==> config.mk <==
export PLATFORM = sky130hd
export DESIGN_NAME = ipi_core_bank
export DESIGN_NICKNAME = d
export VERILOG_FILES = /design/src/rtl/ipi_core_bank.sv
export SDC_FILE = /design/constraint.sdc
export NUM_CORES = 1
export LEC_CHECK = 0
export CAP_MARGIN = 25
export CORE_ASPECT_RATIO = 0.5
export CORE_MARGIN = 2
export CORE_UTILIZATION = 60
export DETAILED_ROUTE_END_ITERATION = 12
export GPL_ROUTABILITY_DRIVEN = 1
export PLACE_DENSITY_LB_ADDON = 0.15
export SYNTH_ARGS = -nofsm -noshare
export SYNTH_HDL_FRONTEND = slang
export SYNTH_SLANG_ARGS = --single-unit
==> constraint.sdc <==
create_clock -name clk -period 7.9 [get_ports clk]
set_clock_uncertainty 0.05 [all_clocks]
set_input_delay 1.58 -clock clk [delete_from_list [all_inputs] [get_ports clk]]
set_output_delay 1.58 -clock clk [all_outputs]
set_load 0.1 [all_outputs]
==> src/rtl/ipi_core_bank.sv <==
module ipi_core_bank #(
  parameter int ADDR_W     = 12,
  parameter int DATA_W     = 32,
  parameter int MBOX_WORDS = 8,
  parameter int MBOX_BASE  = 32,
  parameter int VEC_W      = $clog2(DATA_W)
) (
  input  logic              clk,
  input  logic              rst_n,
  input  logic              req_valid,
  input  logic              req_write,
  input  logic [ADDR_W-1:0] req_addr,
  input  logic [DATA_W-1:0] req_wdata,
  input  logic              db_valid,
  input  logic [VEC_W-1:0]  db_vector,
  output logic              rsp_valid,
  output logic [DATA_W-1:0] rsp_rdata,
  output logic              ro_write_evt,
  output logic              unimpl_evt,
  output logic              irq
);
  localparam int OFF_W   = 8;
  localparam int IDX_W   = (MBOX_WORDS > 1) ? $clog2(MBOX_WORDS) : 1;
  localparam int MBOX_END = MBOX_BASE + 4 * MBOX_WORDS;
  localparam logic [OFF_W-1:0] OFF_PEND = 8'h00;
  localparam logic [OFF_W-1:0] OFF_EN   = 8'h04;
  localparam logic [OFF_W-1:0] OFF_ADD  = 8'h08;
  localparam logic [OFF_W-1:0] OFF_REM  = 8'h0C;

  logic [OFF_W-1:0]  off;
  logic [OFF_W:0]    mb_rel;
  logic [IDX_W-1:0]  mb_idx;
  logic              hit_pend, hit_en, hit_add, hit_rem, hit_mbox, hit_any;
  logic              wr, rd;
  logic              add_ev, rem_ev;
  logic [DATA_W-1:0] add_bits, rem_bits, pend_nx;
  logic [DATA_W-1:0] pend_q, en_q;
  logic [DATA_W-1:0] mbox_q [MBOX_WORDS];
  logic [DATA_W-1:0] rd_mux;
  logic              irq_nx;

  assign off      = req_addr[OFF_W-1:0];
  assign mb_rel   = {1'b0, off} - (OFF_W+1)'(MBOX_BASE);
  assign mb_idx   = mb_rel[IDX_W+1:2];
  assign hit_pend = (off == OFF_PEND);
  assign hit_en   = (off == OFF_EN);
  assign hit_add  = (off == OFF_ADD);
  assign hit_rem  = (off == OFF_REM);
  assign hit_mbox = ({1'b0, off} >= (OFF_W+1)'(MBOX_BASE)) &&
                    ({1'b0, off} <  (OFF_W+1)'(MBOX_END)) && (off[1:0] == 2'b00);
  assign hit_any  = hit_pend | hit_en | hit_add | hit_rem | hit_mbox;

  assign wr = req_valid & req_write;
  assign rd = req_valid & ~req_write;

  assign add_ev   = (wr & hit_add) | db_valid;
  assign rem_ev   = wr & hit_rem;
  assign add_bits = ((wr & hit_add) ? req_wdata : '0) |
                    (db_valid ? (DATA_W'(1) << db_vector) : '0);
  assign rem_bits = rem_ev ? req_wdata : '0;
  assign pend_nx  = (pend_q | add_bits) & ~rem_bits;

  always_comb begin
    irq_nx = irq;
    if (rem_ev && pend_nx == '0 && en_q != '0)
      irq_nx = 1'b0;
    else if (add_ev && (pend_nx & en_q) != '0)
      irq_nx = 1'b1;
  end

  always_ff @(posedge clk) begin
    if (!rst_n) begin
      pend_q <= '0;
      en_q   <= '0;
      irq    <= 1'b0;
    end else begin
      pend_q <= pend_nx;
      irq    <= irq_nx;
      if (wr && hit_en) en_q <= req_wdata;
    end
  end

  for (genvar g = 0; g < MBOX_WORDS; g++) begin : g_mbox
    always_ff @(posedge clk) begin
      if (!rst_n)
        mbox_q[g] <= '0;
      else if (wr && hit_mbox && mb_idx == IDX_W'(g))
        mbox_q[g] <= req_wdata;
    end
  end

  always_comb begin
    rd_mux = '0;
    if (hit_pend)      rd_mux = pend_q;
    else if (hit_en)   rd_mux = en_q;
    else if (hit_mbox) rd_mux = mbox_q[mb_idx];
  end

  always_ff @(posedge clk) begin
    if (!rst_n) begin
      rsp_valid    <= 1'b0;
      rsp_rdata    <= '0;
      ro_write_evt <= 1'b0;
      unimpl_evt   <= 1'b0;
    end else begin
      rsp_valid    <= req_valid;
      rsp_rdata    <= rd ? rd_mux : '0;
      ro_write_evt <= wr & hit_pend;
      unimpl_evt   <= req_valid & ~hit_any;
    end
  end
endmodule

* Word-level counts from Yosys, hierarchy flattened
Memories as Yosys holds them, arrays and structs flattened.
Index checks and enable logic that the tools add are counted.
** Storage, ports and cells
- Register bits :: 100
- RAM bits :: 256
- Input bits :: 54
- Logic and storage cells :: 111
- Memories :: 1
** Cells by class
- Add/sub/neg operators :: 1
- Order comparisons :: 2
- Equality and inequality tests :: 10
- Shift operators :: 1
- Muxes and demuxes :: 39
- Bitwise gates (word level) :: 27
- Reductions and logical operators :: 23
** Memories
- mbox_q :: words 8, width 32, read ports 1, clocked after Yosys merged registers in 0, write ports 8, line 38 : logic [DATA_W-1:0] mbox_q [MBOX_WORDS];
** Operator list (count)
- 32-bit two-way mux :: 14
- 32-bit bitwise AND :: 2
- 32-bit OR :: 2
- 32-bit nonzero test :: 2
- 32-bit zero test :: 1
- 32-bit NOT :: 1
- 1-bit by 5-bit << shifter with 32-bit output (first input constant) :: 1
- 1-bit two-way mux :: 25
- 8-bit by 4-bit == test with 1-bit output (second input constant) :: 2
- 1-bit logical AND :: 15
- 1-bit OR :: 13
- 3-bit == test (second input constant) :: 4
- 8-bit by 3-bit == test with 1-bit output (second input constant) :: 1
- 8-bit by 6-bit >= comparator with 1-bit output (second input constant) :: 1
- 8-bit zero test :: 1
- 8-bit by 7-bit < comparator with 1-bit output (second input constant) :: 1
- 1-bit bitwise AND :: 6
- 3-bit by 2-bit == test with 1-bit output (second input constant) :: 2
- 5-bit by 1-bit subtractor with 5-bit output (second input constant) :: 1
- 3-bit by 1-bit == test with 1-bit output (second input constant) :: 1
- 3-bit zero test :: 1
- 1-bit NOT :: 3
- 2-bit zero test :: 1
- 2-bit AND reduction :: 1
- 2-bit OR reduction :: 1

* Depth between registers and ports, before layout
- Word-level depth :: 10
- Mapped depth :: 10

* Worst setup path after synthesis
Ideal clock, no wire load.
- Kind :: in2reg
- From :: input port req_addr[7]
- To :: memory mbox_q[0][0], enable pin
- Data arrival time :: 4.860 ns
- Data required time :: 7.380 ns
- Path slack :: 2.520 ns
- Cell stages on the path :: 5
- Path buffers :: 1
- Cells stage by stage :: nor4_2 > and2_1 > buf_2 > nand3b_1 > o31ai_1
** RTL lines
- from (decl) :: line 12 : input logic [ADDR_W-1:0] req_addr,
- to (decl) :: line 38

==> flow_metrics.py <==
metrics = {
    "outcome": {
        "run_status": "completed",
    },
    "yosys": {
        "synth_area_um2": 16200,
        "synthFlopType": "edfxtp_1",
        "synth_area_per_cell_um2": 13.1,
        "mappedNetlistNets": 1293,
        "async_reset_ff_share_pct": 0,
        "synth_seq_cells": 356,
        "syn-instance-count": 1239,
        "yosysWarningCount": 0,
        "ys_seq_area_share_pct": 59.9,
        "synth_edf_count": 256,
        "yosysUniqueCellTypes": 54,
    },
    "clock_tree": {
        "clk_latency_ps": 580,
        "cts_made_buffers": 31,
        "cts_tree": "done",
        "cts_setup_buffers": 0,
        "clk_path_buf_depth": 3,
        "clk_transition_reported_paths_ps": 70,
        "clock-sinks": 356,
        "hold_buffers": 0,
        "cts_resized": 0,
        "root_buffer": "clkbuf_16",
        "cts-htree-levels": 1,
    },
    "die": {
        "dieArea_um2": 28400,
        "rows": 42,
        "die_height_um": 120,
        "num_io_pins": 90,
        "initial_utilization_pct": 61.1,
        "die_x_um": 236,
        "core_um2": 26500,
    },
    "place": {
        "dp_hpwl_mm": 28.2,
        "gp_congestion": 0.960,
        "place_area_um2": 17400,
        "port_buffers": 85,
    },
    "power_and_ir_drop": {
        "clkPwrFrac_pct": 38.9,
        "power.share.sequential_pct": 53.6,
        "ir_drop_uv": 164,
        "power_density_nw_per_um2": 211,
        "p_sw_share_pct": 22.9,
        "combPwrFrac_pct": 7.5,
        "p_sw_w": 0.000889,
        "p_int_w": 0.00300,
        "power_leakage_nw": 6.40,
    },
    "worst_setup_path": {
        "path_cells": "clkdlybuf4s50_1 -> nor4_4 -> buf_4 -> and2_1 -> nand3b_1 -> inv_1 -> nand2_1 -> nor3_4 -> buf_4 -> and2_1",
        "critical_path.max_stage_delay_ps": 940,
        "crit_arrival_ps": 5880,
        "critPathCaptureType": "register",
        "required_ps": 8290,
        "crit_fanout": 32,
        "crit_slowest_cell": "nor3_4",
        "cp-start-kind": "input pin",
        "critPathKind": "in -> reg",
        "crit_start": "req_addr[7]",
        "rr_startpoint": "en_q[17]",
        "r2r-end": "irq",
        "regToRegSetupSlack_ps": 5790,
        "reg2reg_depth": 7,
    },
    "timing": {
        "finalHoldViolCount": 0,
        "min_period_ps": 5480,
        "finalSetupViolations": 0,
        "rsz0062_at_grt": "no",
        "maxSlewHeadroom_pct": 26.4,
        "fin_crit_sh_pct": 69.4,
        "max_freq_mhz": 182,
        "slew_viol_final": 0,
        "worst_slew_pin_slew_ps": 1100,
        "tns_ps": 0,
    },
    "job": {
        "maxCapViolCount": 0,
    },
    "finish": {
        "regArea_um2": 9690,
        "multi_input_area_um2": 6190,
        "area_growth_pct": 13.8,
        "final_nets": 1328,
        "fin_area_um2": 18400,
        "drive_gt1_share_pct": 15.4,
        "fillers": 1899,
    },
    "routing": {
        "viasPerCell": 6.62,
        "wirelength_mm": 46.1,
        "drtIter0Drc": 1658,
        "wl_per_cell_um": 27.9,
        "first_pass_iters": 8,
        "route.detailed.drc": 0,
        "postRouteAntennaNets": 0,
        "vias": 10927,
    },
    "worst_hold_path": {
        "hold-path-endpoint": "en_q[18]",
        "whs_path_depth": 2,
        "hold_path.class": "reg -> reg",
        "holdCritStartpoint": "en_q[18]",
    },
    "grt": {
        "grt_usage_pct": 33.1,
        "grt_max_degree": 78,
        "grt_overflow_total": 0,
        "grt_pass1_vias": 10785,
        "antenna_found_initial": 1,
        "grt_pass1_wl_mm": 68.8,
    },
}
[cells in the mapped netlist (3+ instances only)]
cell type / n / share of area [%]
a21boi_1: 30 / 1.4
a21oi_1: 27 / 0.83
a21oi_2: 3 / 0.16
a222oi_1: 33 / 2.0
a22o_1: 3 / 0.16
a22oi_1: 7 / 0.32
a31oi_1: 4 / 0.15
and2_1: 289 / 11
and3_1: 7 / 0.27
and3b_1: 5 / 0.27
buf_1: 12 / 0.28
buf_2: 20 / 0.62
buf_4: 3 / 0.14
buf_6: 3 / 0.21
clkbuf_1: 72 / 1.7
dfxtp_1: 100 / 12
edfxtp_1: 256 / 47
inv_1: 3 / 0.070
mux2_2: 32 / 2.2
mux2i_1: 25 / 1.5
mux4_2: 64 / 8.9
nand2_1: 83 / 1.9
nand2b_1: 4 / 0.15
nand3_1: 11 / 0.34
nand4_1: 31 / 1.2
nor2_1: 43 / 1.0
nor3_1: 5 / 0.15
nor3b_1: 4 / 0.19
nor4_1: 12 / 0.46
o21ai_0: 12 / 0.37
o22ai_1: 3 / 0.12
o31ai_1: 3 / 0.14
[worst max-delay path, delay by kind of cell]
| kind | cells | cell delay [ps] |
|---|---|---|
| simple gates | 6 | 2880 |
| buf+inv | 4 | 1410 |
[metal layers]
layer	share of wire (%)	up-vias	global-route usage (%)
met5	0	-	0
met4	2.8	0	10.3
met3	11	90	7.32
met2	45	623	50.4
met1	41	5536	48.1
li1	-	4678	-
[final cells by class]
type,instances,share of cell area [%]
Tap cell,352,2.39
Clock buffer,40,4.85
Clock inverter,17,0.591
Antenna cell,1,0.0136
Timing Repair Buffer,112,5.84
Sequential cell,356,52.6
Inverter,3,0.0611
Multi-Input combinational cell,770,33.6
[cells in the final DEF, fill, tap and decap left out, drive strengths merged, types with 5 or more instances in the layout]
master / instances
a222oi: 33
and2: 289
a22oi: 7
buf: 31
a21oi: 30
clkinv: 14
nand2: 83
dfxtp: 100
nor4: 13
o21ai: 12
nor2: 44
mux2i: 25
and3: 9
nand4: 31
nor3: 6
mux4: 64
a21boi: 32
clkbuf: 40
mux2: 32
and3b: 5
clkdlybuf4s50: 81
edfxtp: 256
nand3: 11
[cell families (layout without fill, tap and decap cells)]
kind of cell	count (synthesis)	in the layout	synth area share, %
other	0	1	0
DFF	356	356	59.9
muxes	121	121	12.7
buffers and inverters	113	172	2.98
AOI/OAI and AO/OA	141	141	6.59
and+or+nand+nor	508	508	17.9
[power groups by stage]
stage          Clock [W]  Sequential (W)  Combinational, W
4_1_cts          0.00151         0.00208          0.000287
3_5_place_dp           0         0.00213          0.000285
3_3_place_gp           0         0.00212          0.000282
2_1_floorplan          0         0.00213          0.000162
6_report         0.00151         0.00208          0.000291
5_1_grt          0.00159         0.00209          0.000304
[state kept, by name, indices dropped and copies added, names as in the netlist]
register / count
rsp_rdata: 32
en_q: 32
rsp_valid: 1
mbox_q: 256
unimpl_evt: 1
pend_q: 32
ro_write_evt: 1
irq: 1
[how the worst max path moves through the flow]
stage | to | slack [ps] | cells after the start
detailed placement | mbox_q[0][27] | 2020 | 10
CTS | mbox_q[4][11] | 2650 | 7
global placement | mbox_q[0][28] | 2100 | 10
finish | mbox_q[0][17] | 2420 | 10
floorplan | mbox_q[0][0] | 2520 | 5
global route | mbox_q[0][30] | 2330 | 10
[per-stage QoR]
step	instances	worst slack [ps]	total power (W)	utilization, %	hold WS (ps)
after floorplan	1239	2520	0.00229	-	410
final	1651	2420	0.00389	69.5	457
after global placement	1591	2100	0.00240	65.6	433
after global routing	1651	2330	0.00399	69.5	483
after detailed placement	1591	2020	0.00241	65.6	445
after CTS	1648	2650	0.00389	69.3	454
(Power assumes the default switching activity.)
